File: src/rtl/scratch_write_pkg.sv
package scratch_write_pkg;
  localparam logic [7:0] CMD_WRITE = 8'h0F;
  localparam logic [7:0] CMD_COPY  = 8'h5A;

  typedef enum logic [3:0] {
    S_CMD, S_WTA1, S_WTA2, S_WDATA, S_WCRC,
    S_CTA1, S_CTA2, S_CES, S_COPY, S_IGN
  } engState_t;

  typedef struct packed {
    logic crcStart;
    logic crcFeed;
    logic loadTaLow;
    logic loadTaHigh;
    logic storeData;
    logic setPf;
    logic setAa;
    logic clearFlags;
    logic startCopy;
    logic copyStep;
  } ctrlStrobe_t;
endpackage

File: src/rtl/scratch_write_dp.sv
module scratch_write_dp
  import scratch_write_pkg::*;
#(
  parameter int SP_BYTES  = 32,
  parameter int ADDR_BITS = 9
) (
  input  logic                 clk,
  input  logic                 rstN,
  input  ctrlStrobe_t          stb,
  input  logic [7:0]           rxByte,
  output logic [7:0]           taLow,
  output logic [7:0]           taHigh,
  output logic [7:0]           statusByte,
  output logic [15:0]          crc,
  output logic                 ptrAtEnd,
  output logic                 copyLast,
  output logic [ADDR_BITS-1:0] memWrAddr,
  output logic [7:0]           memWrData
);
  localparam int OFF_W = $clog2(SP_BYTES);
  localparam int HI_BITS = ADDR_BITS - 8;
  localparam logic [7:0] HI_MASK = 8'((1 << HI_BITS) - 1);

  logic [7:0]       spMem [SP_BYTES];
  logic [OFF_W-1:0] ptr;
  logic [OFF_W-1:0] esEnd;
  logic [OFF_W-1:0] copyOff;
  logic             aaFlag;
  logic             pfFlag;

  function automatic logic [15:0] crcStep(input logic [15:0] c, input logic [7:0] d);
    logic [15:0] r;
    r = c;
    for (int i = 0; i < 8; i++) begin
      if (r[0] ^ d[i]) r = (r >> 1) ^ 16'hA001;
      else             r = r >> 1;
    end
    return r;
  endfunction

  always_ff @(posedge clk) begin
    if (!rstN) begin
      crc <= '0;
    end else if (stb.crcFeed) begin
      crc <= crcStep(stb.crcStart ? 16'h0000 : crc, rxByte);
    end
  end

  always_ff @(posedge clk) begin
    if (!rstN) begin
      taLow   <= '0;
      taHigh  <= '0;
      ptr     <= '0;
      esEnd   <= '0;
      aaFlag  <= 1'b0;
      pfFlag  <= 1'b0;
      copyOff <= '0;
    end else begin
      if (stb.clearFlags) begin
        aaFlag <= 1'b0;
        pfFlag <= 1'b0;
      end
      if (stb.setPf) pfFlag <= 1'b1;
      if (stb.setAa) aaFlag <= 1'b1;
      if (stb.loadTaLow) taLow <= rxByte;
      if (stb.loadTaHigh) begin
        taHigh <= rxByte & HI_MASK;
        ptr    <= taLow[OFF_W-1:0];
        esEnd  <= taLow[OFF_W-1:0];
      end
      if (stb.storeData) begin
        esEnd <= ptr;
        ptr   <= ptr + 1'b1;
      end
      if (stb.startCopy) copyOff <= taLow[OFF_W-1:0];
      else if (stb.copyStep) copyOff <= copyOff + 1'b1;
    end
  end

  always_ff @(posedge clk) begin
    if (stb.storeData) spMem[ptr] <= rxByte;
  end

  assign statusByte = {aaFlag, 1'b0, pfFlag, esEnd};
  assign ptrAtEnd   = (ptr == OFF_W'(SP_BYTES - 1));
  assign copyLast   = (copyOff == esEnd);
  assign memWrAddr  = {taHigh[HI_BITS-1:0], taLow[7:OFF_W], copyOff};
  assign memWrData  = spMem[copyOff];
endmodule

File: src/rtl/scratch_write_ctrl.sv
module scratch_write_ctrl
  import scratch_write_pkg::*;
(
  input  logic        clk,
  input  logic        rstN,
  input  logic        rxValid,
  input  logic [7:0]  rxByte,
  input  logic        busReset,
  input  logic [2:0]  busResetBits,
  input  logic        rdReq,
  input  logic [7:0]  taLow,
  input  logic [7:0]  taHigh,
  input  logic [7:0]  statusByte,
  input  logic [15:0] crc,
  input  logic        ptrAtEnd,
  input  logic        copyLast,
  output ctrlStrobe_t stb,
  output logic        rdValid,
  output logic [7:0]  rdByte,
  output logic        memWrEn
);
  engState_t state, nextState;
  logic      matchOk, matchNext;
  logic      rdIdx;

  always_comb begin
    stb       = '0;
    nextState = state;
    matchNext = matchOk;
    if (state == S_COPY) begin
      stb.copyStep = 1'b1;
      if (copyLast) nextState = S_IGN;
    end else if (busReset) begin
      if (state == S_WDATA && busResetBits != 3'd0) stb.setPf = 1'b1;
      nextState = S_CMD;
    end else if (state == S_WCRC) begin
      if (rdReq && rdIdx) nextState = S_IGN;
    end else if (rxValid) begin
      unique case (state)
        S_CMD: begin
          if (rxByte == CMD_WRITE) begin
            stb.crcStart   = 1'b1;
            stb.crcFeed    = 1'b1;
            stb.clearFlags = 1'b1;
            nextState      = S_WTA1;
          end else if (rxByte == CMD_COPY) begin
            nextState = S_CTA1;
          end else begin
            nextState = S_IGN;
          end
        end
        S_WTA1: begin
          stb.loadTaLow = 1'b1;
          stb.crcFeed   = 1'b1;
          nextState     = S_WTA2;
        end
        S_WTA2: begin
          stb.loadTaHigh = 1'b1;
          stb.crcFeed    = 1'b1;
          nextState      = S_WDATA;
        end
        S_WDATA: begin
          stb.storeData = 1'b1;
          stb.crcFeed   = 1'b1;
          if (ptrAtEnd) nextState = S_WCRC;
        end
        S_CTA1: begin
          matchNext = (rxByte == taLow);
          nextState = S_CTA2;
        end
        S_CTA2: begin
          matchNext = matchOk && (rxByte == taHigh);
          nextState = S_CES;
        end
        S_CES: begin
          if (matchOk && rxByte == statusByte && !statusByte[5]) begin
            stb.setAa     = 1'b1;
            stb.startCopy = 1'b1;
            nextState     = S_COPY;
          end else begin
            nextState = S_IGN;
          end
        end
        default: nextState = state;
      endcase
    end
  end

  always_ff @(posedge clk) begin
    if (!rstN) begin
      state   <= S_CMD;
      matchOk <= 1'b0;
      rdIdx   <= 1'b0;
      rdValid <= 1'b0;
      rdByte  <= 8'hFF;
    end else begin
      state   <= nextState;
      matchOk <= matchNext;
      rdValid <= rdReq;
      if (state != S_WCRC) rdIdx <= 1'b0;
      else if (rdReq) rdIdx <= 1'b1;
      if (rdReq) begin
        if (state == S_WCRC) rdByte <= rdIdx ? ~crc[15:8] : ~crc[7:0];
        else rdByte <= 8'hFF;
      end
    end
  end

  assign memWrEn = (state == S_COPY);
endmodule

File: src/rtl/scratch_write_engine.sv
module scratch_write_engine
  import scratch_write_pkg::*;
#(
  parameter int SP_BYTES  = 32,
  parameter int ADDR_BITS = 9
) (
  input  logic                 clk,
  input  logic                 rstN,
  input  logic                 rxValid,
  input  logic [7:0]           rxByte,
  input  logic                 busReset,
  input  logic [2:0]           busResetBits,
  input  logic                 rdReq,
  output logic                 rdValid,
  output logic [7:0]           rdByte,
  output logic [7:0]           statusByte,
  output logic                 memWrEn,
  output logic [ADDR_BITS-1:0] memWrAddr,
  output logic [7:0]           memWrData
);
  ctrlStrobe_t stb;
  logic [7:0]  taLow, taHigh;
  logic [15:0] crc;
  logic        ptrAtEnd, copyLast;

  scratch_write_ctrl u_ctrl (
    .clk(clk), .rstN(rstN), .rxValid(rxValid), .rxByte(rxByte),
    .busReset(busReset), .busResetBits(busResetBits), .rdReq(rdReq),
    .taLow(taLow), .taHigh(taHigh), .statusByte(statusByte), .crc(crc),
    .ptrAtEnd(ptrAtEnd), .copyLast(copyLast), .stb(stb),
    .rdValid(rdValid), .rdByte(rdByte), .memWrEn(memWrEn)
  );

  scratch_write_dp #(.SP_BYTES(SP_BYTES), .ADDR_BITS(ADDR_BITS)) u_dp (
    .clk(clk), .rstN(rstN), .stb(stb), .rxByte(rxByte),
    .taLow(taLow), .taHigh(taHigh), .statusByte(statusByte), .crc(crc),
    .ptrAtEnd(ptrAtEnd), .copyLast(copyLast),
    .memWrAddr(memWrAddr), .memWrData(memWrData)
  );
endmodule

File: config.mk
export PLATFORM = sky130hd
export DESIGN_NAME = scratch_write_engine
export DESIGN_NICKNAME = d
export VERILOG_FILES = /design/src/rtl/scratch_write_pkg.sv /design/src/rtl/scratch_write_dp.sv /design/src/rtl/scratch_write_ctrl.sv /design/src/rtl/scratch_write_engine.sv
export SDC_FILE = /design/constraint.sdc
export NUM_CORES = 1
export LEC_CHECK = 0
export BUFFER_PORTS_ARGS = -buffer_cell sky130_fd_sc_hd__clkbuf_2
export CORE_ASPECT_RATIO = 1.75
export CORE_MARGIN = 4
export CORE_UTILIZATION = 60
export DETAILED_ROUTE_END_ITERATION = 6
export PLACE_DENSITY_LB_ADDON = 0.25
export SLEW_MARGIN = 0
export SYNTH_ARGS = -nofsm -noshare
export SYNTH_HDL_FRONTEND = slang
export SYNTH_SLANG_ARGS = --single-unit
export TNS_END_PERCENT = 10
File: constraint.sdc
create_clock -name clk -period 3.2 [get_ports clk]
set_input_delay 0.16 -clock clk [delete_from_list [all_inputs] [get_ports clk]]
set_output_delay 0.16 -clock clk [all_outputs]
set_load 0.03 [all_outputs]
# --- Word level (Yosys, flattened, before mapping) ---
# Memories as Yosys holds them, arrays and structs flattened. A register that Yosys moved wholly into a read port is not among the register bits.
# Cells that the tools add are included.
word_totals:
  wordCells: 145
  output_inout_bits: 35
  mem_bits_rw: 256
  mem_count: 1
  ff_bits: 57
  input_bits: 16
mem_list:
  columns: ["name", "words", "width", "rd", "rd_clocked_by_memory_dff", "write_ports", "line", "source"]
  rows:
  - ["u_dp.spMem", 32, 8, 1, 1, 1, "scratch_write_dp.sv:24", "logic [7:0] spMem [SP_BYTES];"]
op_classes:
  bitwise: 22
  n_reduce_logical: 19
  muxes: 69
  eq_ne: 19
  n_addsub: 2
ops:
  columns: ["op", "n"]
  rows:
  - ["$mux W16", 23]
  - ["$mux W5", 10]
  - ["$mux W4", 9]
  - ["$pmux W4 S7", 1]
  - ["$not A2 Y3", 8]
  - ["$mux W1", 17]
  - ["$eq A4 B3 Y1 const B", 4]
  - ["$eq A8 B8 Y1", 2]
  - ["$mux W8", 2]
  - ["$not A8 Y8", 2]
  - ["$add A5 B1 Y5 const B", 2]
  - ["$reduce_and A5 Y1", 2]
  - ["$reduce_bool A10 Y1", 1]
  - ["$reduce_bool A2 Y1", 5]
  - ["$mux W3", 3]
  - ["$mux W9", 1]
  - ["$eq A4 B2 Y1 const B", 2]
  - ["$eq A8 B1 Y1", 1]
  - ["$eq A8 B4 Y1 const B", 1]
  - ["$eq A8 B7 Y1 const B", 1]
  - ["$ne A4 B3 Y1 const B", 2]
  - ["$xor A1 B1 Y1", 8]
  - ["$eq A5 B5 Y1", 1]
  - ["$eq A5 B5 Y1 const B", 1]
  - ["14 further kinds", 22]

# --- Longest topological paths before layout ---
depth:
  depth_word: 40
  mapped_depth: 9

# --- Hierarchy ---
# A second synthesis with hierarchy kept.
hier_totals:
  hier_cells: 835
  area_unflattened_um2: 13508.0
modules_own_cells:
  columns: ["mod", "seq_area_each_um2", "area_each_um2", "cells_per_inst", "n_inst"]
  rows:
  - ["scratch_write_dp", 8628.3, 12206.7, 680, 1]
  - ["scratch_write_ctrl", 300.3, 1301.2, 155, 1]

# --- Worst setup path after synthesis ---
# No wires, ideal clock.
synth_path:
  path_type: "register to register"
  startpoint: "register u_ctrl.state[2]"
  endpoint: "memory u_dp.spMem[0][0], enable pin"
  stages_incl_launch_ff: 8
  setup_time_ns: 0.370
  period_less_slack_ns: 2.493
  t_required_ns: 2.830
  arrival_ns: 2.123
  path_slack_ns: 0.707
  cell_sequence: "dfxtp_1 -> clkbuf_1 -> nor4b_2 -> nand2_1 -> nor2_1 -> clkbuf_1 -> nand2_1 -> nor2_1"
synth_via:
  elab_chain_cells: 8
synth_rtl:
  columns: ["item", "line", "source"]
  rows:
  - ["start, declared", "scratch_write_ctrl.sv:22", "engState_t state, nextState;"]
  - ["start signal, assigned", "scratch_write_ctrl.sv:97", "state <= nextState;"]
  - ["$eq A4 B2 Y1", "scratch_write_ctrl.sv:39", "unique case (state)"]
  - ["$mux W1", "scratch_write_ctrl.sv:39", null]
  - ["$mux W5", "scratch_write_ctrl.sv:38", "end else if (rxValid) begin"]
  - ["$mux W5", "scratch_write_ctrl.sv:36", "end else if (state == S_WCRC) begin"]
  - ["$mux W5", "scratch_write_ctrl.sv:33", "end else if (busReset) begin"]
  - ["$mux W9 (*)", "scratch_write_ctrl.sv:30", "if (state == S_COPY) begin"]
  - ["$mux W1 (*)", "scratch_write_dp.sv:81", "if (stb.storeData) spMem[ptr] <= rxByte;"]
  - ["$mux W1 (not written as such) (*)", "scratch_write_dp.sv:81", null]
  - ["end, declared", "scratch_write_dp.sv:24", null]
# Mark *: on every way between the ends. The rest lies on a longest branch, timed or not.

==> flow_summary.json <==
{
  "outcome": "completed",
  "finalPower_mw": 8.59,
  "synthXorXnorAreaFrac_pct": 3.57,
  "peakVddDrop_uv": 491,
  "ys_top_cells_by_count": "256 x edfxtp_1, 87 x nor2_1, 80 x mux4_2",
  "synth-simple-area-share_pct": 7.07,
  "grt_max_degree": 41,
  "startpoint_type": "flip-flop",
  "clkTransAtPathRegs_ps": 70,
  "cts_buffers": 27,
  "drt_pass1_iterations": 5,
  "rsz0062_at_grt": "no",
  "grt_pass1_vias": 8065,
  "combPwrFrac_pct": 8.6,
  "fin_area_mm2": 0.0153,
  "drive_above_1_share_pct": 26.5,
  "worstHoldPathCells": 3,
  "seq_area_frac_synth_pct": 66.4,
  "routed_wl_mm": 31.4,
  "dr_total_vias": 7796,
  "grt_pass1_wl_mm": 47.6,
  "power_density_mw_per_mm2": 563,
  "hold_slack_ps": 6.98,
  "insertion_delay_ps": 540,
  "hpwl_mm": 21.8,
  "ys_async_sr_fraction_pct": 0,
  "drc": 0,
  "required_ps": 3040,
  "cts_buffer_depth": 3,
  "synth_fa_ha_area_share_pct": 0.559,
  "seq_area_mm2": 0.00893,
  "r2r_slack_ps": 540,
  "max-cap-violations": 0,
  "synth_top_family_by_area": "multiplexers",
  "wire_per_inst_um": 24.9,
  "place_area_mm2": 0.0143,
  "worst-setup-path-type": "flip-flop to primary output",
  "critPathArrivalTime_ps": 2920,
  "grt.overflow.total": 0,
  "period_share_pct": 96.2,
  "fin_skew_ps": 21.9,
  "std_cell_rows": 72,
  "syn_nets": 879,
  "relSlewSlack_pct": 21.2,
  "synth_compound_area_share_pct": 4.66,
  "hold_path_end": "u_dp.pfFlag$_SDFFE_PN0P_",
  "finalHoldViolCount": 0,
  "yosysUniqueCellTypes": 59,
  "start_util_pct": 60.9,
  "coreArea_mm2": 0.0221,
  "vias_per_cell": 6.19,
  "detail-route-antenna-nets": 0,
  "switching_share_pct": 21.7,
  "endpoint_kind": "primary output",
  "hold_class": "input port to flip-flop",
  "yosysMostFrequentCell": "edfxtp_1",
  "dieArea_mm2": 0.0250,
  "muxShareOfSynthArea_pct": 15.3,
  "p_leak_nw": 5.07,
  "internal_power_mw": 6.72,
  "fillers": 1448,
  "grt_antenna_before_repair": 0,
  "port_buffers": 49,
  "hold_path.startpoint": "busResetBits[0]",
  "fin_setup_tns_ps": 0,
  "switchingPower_mw": 1.87,
  "ys_seq_elements": 318,
  "avgSynthCellArea_um2": 15.7,
  "mappedNetlistArea_mm2": 0.0134,
  "drtIter0Drc": 676,
  "io-pin-count": 51,
  "area_growth_pct": 13.5,
  "r2r_end": "u_dp.spMem[7][6]$_DFFE_PP_",
  "crit_fanout": 19,
  "synth_top_area_cell": "edfxtp_1",
  "max_freq_mhz": 325,
  "rr_startpoint": "u_ctrl.state[3]$_SDFFE_PN0P_",
  "reg2reg_depth": 6,
  "gr-usage-all-layers_pct": 25.6,
  "tightest_slew_ps": 1180,
  "cts_max_level": 1,
  "numClockSinks": 318,
  "nets": 965,
  "synth_area_leaders": "edfxtp_1 57%, mux4_2 13%, dfxtp_1 9.2%, nor2_1 2.4%, xor2_1 1.8%",
  "synth_top_area_share_pct": 57.2,
  "cts_resized": 0,
  "clkPwrFrac_pct": 38.7,
  "synth_warnings": 0,
  "drv_slew": 0,
  "die_h_um": 206,
  "floorplan.die.width_um": 121,
  "synth_edf_count": 256,
  "p_seq_share_pct": 52.7,
  "final-setup-viol-count": 0,
  "cts_root_buf": "clkbuf_16",
  "period_needed_ps": 3080,
  "syn_inst": 857,
  "synth_ff_type": "edfxtp_1",
  "multiInputGateArea_mm2": 0.00419,
  "cts_tree": "yes",
  "gp_congestion": 0.827
}
==> cell usage in the layout (no fill, tap or decap), drive strengths merged, types with 12 or more instances in the layout <==
cell | synthesis | final
mux4 | 80 | 80
xor2 | 27 | 27
clkbuf | 38 | 82
nor2 | 87 | 87
a21oi | 38 | 38
inv | 11 | 12
o21ai | 36 | 36
edfxtp | 256 | 256
mux2i | 16 | 16
nand2 | 49 | 49
buf | 24 | 69
dfxtp | 62 | 62
xnor2 | 20 | 20
==> registers in the layout (all words and copies together), names as in the netlist, 4 cells and up, named ones only <==
signal         cells
u_dp.spMem       256
u_dp.crc          16
u_ctrl.rdByte      8
u_dp.taLow         8
u_dp.copyOff       5
u_dp.esEnd         5
u_dp.ptr           5
u_ctrl.state       4
==> power by group through the flow <==
stage,clock [mW],combinational [mW],sequential (mW)
2_1_floorplan,0,0.506,4.60
3_3_place_gp,0,0.689,4.62
3_5_place_dp,0,0.706,4.63
4_1_cts,3.37,0.712,4.53
5_1_grt,3.57,0.793,4.53
6_report,3.33,0.738,4.53
==> kinds of logic after synthesis <==
logic type      count (synthesis)
compound gates                107
xor+xnor                       50
fa+ha+maj                       6
buf+inv                        73
flops                         318
mux                           104
other cells                     1
simple gates                  198
==> area by class of cell <==
class                           instances  area share (%)
Tap cell                              296            2.43
Inverter                               11           0.271
Antenna cell                            1          0.0164
Sequential cell                       318            58.6
Timing Repair Buffer                  119            5.40
Clock inverter                         16            1.24
Multi-Input combinational cell        466            27.4
Clock buffer                           33            4.64
==> metal layers <==
metal / global-route usage [%] / vias up / part of all wire (%)
li1: - / 3447 / -
met1: 30.5 / 4008 / 36
met2: 47.3 / 277 / 56
met3: 2.98 / 64 / 4.8
met4: 10.3 / 0 / 4.0
met5: 0 / - / 0
==> stage by stage <==
stage	worst slack, ps	cells	util (%)
after floorplan	707	857	-
after global placement	634	1200	64.7
after global routing	52.5	1259	69.1
after CTS	22.8	1250	68.8
final	120	1260	69.1
after detailed placement	550	1200	64.7
==> critical path: stages, from the launching register on <==
cell,delay (ps)
dfxtp_2,720
buf_12,250
mux4_2,340
mux4_2,560
mux2_2,290
clkbuf_2,190
==> how the worst max path moves through the flow <==
stage | to | depth (start not counted) | from
2_1_floorplan | u_dp.spMem[0][0]$_DFFE_PP_ | 7 | u_ctrl.state[2]$_SDFFE_PN0P_
5_1_grt | memWrData[3] | 5 | flip-flop
4_1_cts | memWrData[3] | 5 | flip-flop
3_5_place_dp | flip-flop | 7 | rxByte[5]
6_report | memWrData[3] | 5 | flip-flop
3_3_place_gp | flip-flop | 7 | rxByte[5]
==> timing repair <==
item                                    in CTS  in global routing
endpoints found under the hold margin        1                  0
buffers inserted                             0                  9
endpoints found under the setup margin       0                  5
hold buffers                                 1                  0
(Power assumes the default switching activity.)
